==> src/rtl/sio_cfg_pkg.sv <==
package sio_cfg_pkg;

  typedef enum logic [1:0] {
    KS_LOCKED = 2'd0,
    KS_HALF   = 2'd1,
    KS_OPEN   = 2'd2
  } key_state_e;

  localparam logic [7:0] KEY_ENTER   = 8'h87;
  localparam logic [7:0] KEY_EXIT    = 8'hAA;
  localparam logic [7:0] BUS_FLOAT   = 8'hFF;

  localparam logic [7:0] IX_LDN      = 8'h07;
  localparam logic [7:0] IX_CHIP_HI  = 8'h20;
  localparam logic [7:0] IX_CHIP_LO  = 8'h21;
  localparam logic [7:0] IX_VEND_HI  = 8'h22;
  localparam logic [7:0] IX_VEND_LO  = 8'h23;
  localparam logic [7:0] IX_DEV_EN   = 8'h30;
  localparam logic [7:0] IX_BASE_HI  = 8'h60;
  localparam logic [7:0] IX_BASE_LO  = 8'h61;
  localparam logic [7:0] IX_IRQ      = 8'h70;

  function automatic logic is_dev_index(input logic [7:0] ix);
    return (ix == IX_DEV_EN) || (ix == IX_BASE_HI) ||
           (ix == IX_BASE_LO) || (ix == IX_IRQ);
  endfunction

endpackage

==> src/rtl/sio_addr_decode.sv <==
module sio_addr_decode #(
  parameter int          ADDR_W = 16,
  parameter logic [15:0] BASE_A = 16'h002E,
  parameter logic [15:0] BASE_B = 16'h004E
) (
  input  logic [ADDR_W-1:0] io_addr,
  input  logic              port_sel,
  output logic              hit_idx,
  output logic              hit_dat
);
  localparam logic [ADDR_W-1:0] IDX_A = ADDR_W'(BASE_A);
  localparam logic [ADDR_W-1:0] IDX_B = ADDR_W'(BASE_B);

  logic [ADDR_W-1:0] idx_addr;

  always_comb begin
    idx_addr = port_sel ? IDX_B : IDX_A;
    hit_idx  = (io_addr == idx_addr);
    hit_dat  = (io_addr == idx_addr + ADDR_W'(1));
  end

endmodule

==> src/rtl/sio_key_fsm.sv <==
module sio_key_fsm
  import sio_cfg_pkg::*;
(
  input  logic       clk,
  input  logic       rst_n,
  input  logic       key_wr,
  input  logic [7:0] key_data,
  output logic       open
);
  key_state_e state_q, state_d;

  always_comb begin
    state_d = state_q;
    if (key_wr) begin
      unique case (state_q)
        KS_LOCKED: state_d = (key_data == KEY_ENTER) ? KS_HALF : KS_LOCKED;
        KS_HALF:   state_d = (key_data == KEY_ENTER) ? KS_OPEN : KS_LOCKED;
        KS_OPEN:   state_d = (key_data == KEY_EXIT)  ? KS_LOCKED : KS_OPEN;
        default:   state_d = KS_LOCKED;
      endcase
    end
  end

  always_ff @(posedge clk or negedge rst_n) begin
    if (!rst_n) state_q <= KS_LOCKED;
    else        state_q <= state_d;
  end

  assign open = (state_q == KS_OPEN);

  // opening is always preceded by a half-entered sequence plus a second key
  a_r1_open_needs_two_keys: assert property (@(posedge clk) disable iff (!rst_n)
    $rose(open) |-> $past(state_q == KS_HALF && key_wr && key_data == KEY_ENTER));

  // a stray byte after the first key drops back to locked
  a_r2_stray_byte_restarts: assert property (@(posedge clk) disable iff (!rst_n)
    (state_q == KS_HALF && key_wr && key_data != KEY_ENTER) |=> !open && state_q == KS_LOCKED);

  // exit key closes the port
  a_r3_exit_locks: assert property (@(posedge clk) disable iff (!rst_n)
    (open && key_wr && key_data == KEY_EXIT) |=> !open);

endmodule

==> src/rtl/sio_dev_bank.sv <==
module sio_dev_bank
  import sio_cfg_pkg::*;
#(
  parameter int NUM_DEV = 8
) (
  input  logic                  clk,
  input  logic                  rst_n,
  input  logic                  wr_en,
  input  logic [7:0]            ldn,
  input  logic [7:0]            reg_idx,
  input  logic [7:0]            wdata,
  output logic [7:0]            rd_data,
  output logic [NUM_DEV-1:0]    dev_en,
  output logic [16*NUM_DEV-1:0] dev_base,
  output logic [8*NUM_DEV-1:0]  dev_irq
);
  localparam logic [7:0] LDN_LIMIT = 8'(NUM_DEV);

  logic [7:0] en_q  [NUM_DEV];
  logic [7:0] bhi_q [NUM_DEV];
  logic [7:0] blo_q [NUM_DEV];
  logic [7:0] irq_q [NUM_DEV];

  for (genvar d = 0; d < NUM_DEV; d++) begin : g_dev
    logic       sel;
    logic [7:0] en_d, bhi_d, blo_d, irq_d;

    always_comb begin
      sel   = wr_en && (ldn == 8'(d));
      en_d  = en_q[d];
      bhi_d = bhi_q[d];
      blo_d = blo_q[d];
      irq_d = irq_q[d];
      if (sel) begin
        unique case (reg_idx)
          IX_DEV_EN:  en_d  = wdata;
          IX_BASE_HI: bhi_d = wdata;
          IX_BASE_LO: blo_d = wdata;
          IX_IRQ:     irq_d = wdata;
          default: ;
        endcase
      end
    end

    always_ff @(posedge clk or negedge rst_n) begin
      if (!rst_n) begin
        en_q[d]  <= '0;
        bhi_q[d] <= '0;
        blo_q[d] <= '0;
        irq_q[d] <= '0;
      end else if (sel) begin
        en_q[d]  <= en_d;
        bhi_q[d] <= bhi_d;
        blo_q[d] <= blo_d;
        irq_q[d] <= irq_d;
      end
    end

    assign dev_en[d]              = en_q[d][0];
    assign dev_base[16*d +: 16]   = {bhi_q[d], blo_q[d]};
    assign dev_irq[8*d +: 8]      = irq_q[d];
  end

  always_comb begin
    rd_data = BUS_FLOAT;
    for (int d = 0; d < NUM_DEV; d++) begin
      if (ldn == 8'(d)) begin
        unique case (reg_idx)
          IX_DEV_EN:  rd_data = en_q[d];
          IX_BASE_HI: rd_data = bhi_q[d];
          IX_BASE_LO: rd_data = blo_q[d];
          IX_IRQ:     rd_data = irq_q[d];
          default:    rd_data = 8'h00;
        endcase
      end
    end
  end

  // a device number past the last bank never alters any bank
  a_r10_bad_ldn_no_write: assert property (@(posedge clk) disable iff (!rst_n)
    (wr_en && ldn >= LDN_LIMIT) |=> $stable(dev_base) && $stable(dev_irq) && $stable(dev_en));

endmodule

==> src/rtl/sio_cfg_port.sv <==
module sio_cfg_port
  import sio_cfg_pkg::*;
#(
  parameter int          NUM_DEV   = 8,
  parameter int          ADDR_W    = 16,
  parameter logic [15:0] CHIP_ID   = 16'h0A52,
  parameter logic [15:0] VENDOR_ID = 16'h19C3
) (
  input  logic                  clk,
  input  logic                  rst_n,
  input  logic                  port_sel,
  input  logic [ADDR_W-1:0]     io_addr,
  input  logic                  io_wr,
  input  logic                  io_rd,
  input  logic [7:0]            io_wdata,
  output logic [7:0]            io_rdata,
  output logic                  cfg_open,
  output logic [NUM_DEV-1:0]    dev_en,
  output logic [16*NUM_DEV-1:0] dev_base,
  output logic [8*NUM_DEV-1:0]  dev_irq
);
  // reset: asserted asynchronously, released on the clock
  logic [1:0] rst_sync_q;
  logic       rst_core_n;

  always_ff @(posedge clk or negedge rst_n) begin
    if (!rst_n) rst_sync_q <= 2'b00;
    else        rst_sync_q <= {rst_sync_q[0], 1'b1};
  end
  assign rst_core_n = rst_sync_q[1];

  logic hit_idx, hit_dat;

  sio_addr_decode #(.ADDR_W(ADDR_W)) u_decode (
    .io_addr  (io_addr),
    .port_sel (port_sel),
    .hit_idx  (hit_idx),
    .hit_dat  (hit_dat)
  );

  logic key_wr;
  assign key_wr = io_wr && hit_idx;

  sio_key_fsm u_key (
    .clk      (clk),
    .rst_n    (rst_core_n),
    .key_wr   (key_wr),
    .key_data (io_wdata),
    .open     (cfg_open)
  );

  logic [7:0] index_q, index_d;
  logic [7:0] ldn_q, ldn_d;
  logic [7:0] rdata_q, rdata_d;
  logic       dat_wr, bank_wr;
  logic [7:0] bank_rd;
  logic [7:0] rd_val;

  always_comb begin
    dat_wr  = io_wr && hit_dat && cfg_open;
    bank_wr = dat_wr && is_dev_index(index_q);
    index_d = index_q;
    ldn_d   = ldn_q;
    if (key_wr && cfg_open && io_wdata != KEY_EXIT) index_d = io_wdata;
    if (dat_wr && index_q == IX_LDN)                ldn_d   = io_wdata;
  end

  sio_dev_bank #(.NUM_DEV(NUM_DEV)) u_bank (
    .clk      (clk),
    .rst_n    (rst_core_n),
    .wr_en    (bank_wr),
    .ldn      (ldn_q),
    .reg_idx  (index_q),
    .wdata    (io_wdata),
    .rd_data  (bank_rd),
    .dev_en   (dev_en),
    .dev_base (dev_base),
    .dev_irq  (dev_irq)
  );

  always_comb begin
    rd_val = BUS_FLOAT;
    if (cfg_open && hit_idx) begin
      rd_val = index_q;
    end else if (cfg_open && hit_dat) begin
      unique case (index_q)
        IX_LDN:     rd_val = ldn_q;
        IX_CHIP_HI: rd_val = CHIP_ID[15:8];
        IX_CHIP_LO: rd_val = CHIP_ID[7:0];
        IX_VEND_HI: rd_val = VENDOR_ID[15:8];
        IX_VEND_LO: rd_val = VENDOR_ID[7:0];
        IX_DEV_EN, IX_BASE_HI, IX_BASE_LO, IX_IRQ: rd_val = bank_rd;
        default:    rd_val = 8'h00;
      endcase
    end
    rdata_d = io_rd ? rd_val : rdata_q;
  end

  always_ff @(posedge clk or negedge rst_core_n) begin
    if (!rst_core_n) begin
      index_q <= '0;
      ldn_q   <= '0;
      rdata_q <= BUS_FLOAT;
    end else begin
      index_q <= index_d;
      ldn_q   <= ldn_d;
      rdata_q <= rdata_d;
    end
  end

  assign io_rdata = rdata_q;

  // locked reads float
  a_r4_locked_read_floats: assert property (@(posedge clk) disable iff (!rst_core_n)
    (io_rd && !cfg_open) |=> io_rdata == BUS_FLOAT);

  // locked cycles leave every bank output untouched
  a_r4_locked_no_change: assert property (@(posedge clk) disable iff (!rst_core_n)
    !cfg_open |=> $stable(dev_en) && $stable(dev_base) && $stable(dev_irq));

  // undecoded addresses float
  a_r5_foreign_read_floats: assert property (@(posedge clk) disable iff (!rst_core_n)
    (io_rd && !hit_idx && !hit_dat) |=> io_rdata == BUS_FLOAT);

  // read data holds between reads
  a_r12_rdata_holds: assert property (@(posedge clk) disable iff (!rst_core_n)
    !io_rd |=> $stable(io_rdata));

  // the exit key never lands in the index register
  a_r3_exit_keeps_index: assert property (@(posedge clk) disable iff (!rst_core_n)
    (key_wr && io_wdata == KEY_EXIT) |=> $stable(index_q));

endmodule

==> config.mk <==
export PLATFORM = sky130hd
export DESIGN_NAME = sio_cfg_port
export DESIGN_NICKNAME = d
export VERILOG_FILES = /design/src/rtl/sio_cfg_pkg.sv /design/src/rtl/sio_addr_decode.sv /design/src/rtl/sio_key_fsm.sv /design/src/rtl/sio_dev_bank.sv /design/src/rtl/sio_cfg_port.sv
export SDC_FILE = /design/constraint.sdc
export NUM_CORES = 1
export LEC_CHECK = 0
export BUFFER_PORTS_ARGS = -buffer_cell sky130_fd_sc_hd__buf_2
export CAP_MARGIN = 20
export CORE_ASPECT_RATIO = 1.4
export CORE_MARGIN = 8
export CORE_UTILIZATION = 36
export CTS_CLUSTER_DIAMETER = 100
export DETAILED_ROUTE_END_ITERATION = 12
export PLACE_DENSITY_LB_ADDON = 0.25
export SLEW_MARGIN = 20
export SYNTH_ARGS = -nofsm -noshare
export SYNTH_HDL_FRONTEND = slang
export SYNTH_HIERARCHICAL = 1
export SYNTH_SLANG_ARGS = --single-unit
==> constraint.sdc <==
create_clock -name clk -period 11.8 [get_ports clk]
set_input_delay 3.54 -clock clk [delete_from_list [all_inputs] [get_ports clk]]
set_output_delay 3.54 -clock clk [all_outputs]
set_load 0.02 [all_outputs]
==> impl_metrics.py <==
metrics = {
    "clock_tree": {
        "hold_buffers": 0,
        "cts_buffer_depth": 3,
        "clock_latency_ns": 0.57,
        "cts_made_buffers": 28,
        "cts_num_sinks": 284,
        "h-tree-depth": 1,
        "cts_root_buf": "clkbuf_16",
        "cts_setup_buffers": 0,
        "cts.reportedPaths.clkPinSlew_ns": 0.06,
        "cts_tree": "built",
        "post_cts_resized": 0,
    },
    "critical_path": {
        "cp_max_fo": 11,
        "setup.worst_path.start_class": "primary input",
        "worstSetupPathType": "primary input to register",
        "worstPathRequired_ns": 12.25,
        "endpoint_kind": "register",
        "arrival_ns": 6.37,
    },
    "timing": {
        "fin_crit_ns": 5.92,
        "fmax_ghz": 0.169,
        "fin_skew_ns": 0.0243,
        "fin_tns_setup_ns": 0,
        "setup_viol": 0,
        "finalCritPeriodShare_pct": 50.2,
        "final_max_slew_viol_count": 0,
        "tightest_slew_ns": 1.01,
        "rsz0062_at_grt": "false",
        "slew-limit-headroom_pct": 32.8,
        "finalHoldViolCount": 0,
    },
    "layout": {
        "final.fill_count": 3610,
        "final_area_um2": 16500,
        "layout-drive-gt1-share_pct": 48.2,
        "area.growth.synth_to_final_pct": 17.9,
        "n_antenna_cell": 0,
        "nNetsFinal": 1288,
    },
    "floorplan": {
        "core_um2": 38400,
        "pin_count": 238,
        "die_h_um": 249,
        "num_rows": 85,
        "die_w_um": 183,
        "start_util_pct": 36.5,
        "dieArea_um2": 45600,
    },
    "synth": {
        "syn_nets": 1090,
        "synthDistinctLibCells": 72,
        "synth_compound_area_share_pct": 8.13,
        "postSynthAreaPerCell_um2": 13.2,
        "synthTopCellsByArea": "dfrtp_1 (49%), mux2_2 (21%), mux2i_1 (8.9%)",
        "ys_ff_latch": 284,
        "synth_enable_flop_cells": 0,
        "synthMuxAreaShare_pct": 30.7,
        "synthTopCellsByCount": "dfrtp_1 (276), mux2_2 (256), mux2i_1 (125), o22ai_1 (52), clkbuf_1 (39)",
        "syn_inst": 1061,
        "synth_area_leader_cell": "dfrtp_1",
        "synth-main-ff-cell": "dfrtp_1",
        "synth_xor_area_share_pct": 0.0625,
        "ys_warn_count": 6,
        "yosys.area_share.simple_pct": 7.44,
        "ys_async_sr_fraction_pct": 100,
        "ys_seq_area_share_pct": 50.8,
        "synthAdderAreaFrac_pct": 0,
        "synth_most_common_cell": "dfrtp_1",
        "synth_area_um2": 14000,
        "yosysTopAreaCellShare_pct": 49.3,
        "synth_top_family_by_area": "multiplexers",
    },
    "placement": {
        "port_buffers": 237,
        "place_hpwl_um": 31500,
        "place_area_um2": 15600,
        "place_congestion": 0.888,
    },
    "power": {
        "p_seq_share_pct": 51.0,
        "sw_frac_of_total_pct": 22.4,
        "power.internal_mw": 1.49,
        "fin_total_pwr_mw": 1.92,
        "p_comb_share_pct": 2.8,
        "leakagePower_nw": 7.95,
        "p_switching_mw": 0.431,
        "power.share.clock_pct": 46.3,
        "peakVddDrop_mv": 0.129,
        "cellPowerDensity_nw_per_um2": 116,
    },
    "grt": {
        "antenna_found_initial": 0,
        "grt_pass1_vias": 10322,
        "grt_pass1_wl_um": 68400,
        "overflow": 0,
        "grt_use_total_pct": 19.7,
        "grt_max_degree": 172,
    },
    "detailed_routing": {
        "vias": 9882,
        "routed_wl_um": 45900,
        "drc_errors": 0,
        "dr.first_iter.drc_count": 616,
        "ant_nets": 0,
        "viasPerCell": 5.49,
        "drt_pre_antenna_iters": 7,
        "routedWlPerCell_um": 25.5,
    },
    "job": {
        "max-cap-violations": 0,
    },
    "outcome": {
        "status": "complete, no violations",
    },
    "worst_hold_path": {
        "hp-class": "register to register",
    },
}
[cells in the final DEF, fill, tap and decap left out, types with 9 or more instances in the layout]
cell       count
nor2_1        17
dfrtp_1      273
mux2i_1      125
a21oi_1       15
mux2_1        15
o22a_1         9
o22ai_1       52
clkbuf_16     28
nand2_2       12
buf_2        237
nor3_1        11
nand2_1       17
nor2_2        16
buf_4          9
mux2_2       256
[registers in the layout, summed over array words and instances (netlist names)]
signal and cells:
u_bank/en_q 56, index_q 8, u_key/state_q 2, u_bank/dev_irq 64, io_rdata 8, rst_sync_q 2
ldn_q 8, u_bank/dev_base 128, u_bank/dev_en 8
[power by group through the flow]
stage | registers, mW | logic (mW) | clock network, mW
finish | 0.981 | 0.0533 | 0.891
global route | 0.981 | 0.0589 | 0.952
CTS | 0.981 | 0.0548 | 0.914
detailed placement | 0.999 | 0.0547 | 0
global placement | 0.999 | 0.0542 | 0
floorplan | 1.01 | 0.0137 | 0
[final timing paths]
check                                                         to               startpoint  slack (ns)  cells past startpoint
worst max-delay path             u_bank/dev_base[22]$_DFFE_PN0P_              io_addr[10]        5.88                      9
worst min-delay path                     rst_sync_q[1]$_DFF_PN0_  rst_sync_q[0]$_DFF_PN0_        0.35                      0
worst max register to register   u_bank/dev_base[22]$_DFFE_PN0P_   index_q[5]$_DFFE_PN0P_        7.93                      7
worst min register to register           rst_sync_q[1]$_DFF_PN0_  rst_sync_q[0]$_DFF_PN0_        0.35                      0
max in group asynchronous                rst_sync_q[1]$_DFF_PN0_                    rst_n        8.94                      1
min in group asynchronous       u_bank/dev_base[111]$_DFFE_PN0P_  rst_sync_q[1]$_DFF_PN0_        0.37                      0
[critical path, stage by stage]
cell and delay (ns):
buf_2 0.10, nor4b_2 0.27, nand2_1 0.11, nor4_2 0.43, and4_1 0.65, and3b_1 0.28, nand2_1 0.13, nor2_2 0.46
mux2_2 0.39
[through the flow]
step | cells | utilization (%) | setup slack (ns) | hold WS [ns]
floorplan | 1061 | - | 3.31 | 0.331
global placement | 1751 | 40.7 | 5.37 | 0.338
detailed placement | 1751 | 40.7 | 5.34 | 0.343
CTS | 1801 | 43.0 | 5.91 | 0.357
global route | 1801 | 43.0 | 5.71 | 0.365
finish | 1801 | 43.0 | 5.88 | 0.351
[layout make-up]
class / count / area (µm²) / share of cell area [%]
clock buffer: 40 / 826 / 5.00
clock inverter: 10 / 90.1 / 0.545
inverter: 6 / 22.5 / 0.136
multi-input combinational: 692 / 6530 / 39.5
sequential: 284 / 7130 / 43.1
tap: 522 / 653 / 3.95
timing repair buffer: 247 / 1270 / 7.71
[metal layers]
| layer | up-vias | wire [µm] | global-route usage [%] |
|---|---|---|---|
| met3 | 66 | 2110 | 3.14 |
| met4 | 0 | 1310 | 6.62 |
| li1 | 4381 | - | - |
| met5 | - | 0 | 0 |
| met2 | 283 | 23700 | 34.7 |
| met1 | 5152 | 18800 | 24.0 |
[logic make-up (layout without fill, tap and decap cells)]
kind of cell,Yosys count,count (layout)
multiplexers,396,396
flip-flops,284,284
AO/OA/AOI/OAI,154,154
AND/OR/NAND/NOR,140,140
buffers and inverters,85,303
other,1,1
XOR/XNOR,1,1
No activity file was read; power rests on OpenSTA's default activity.
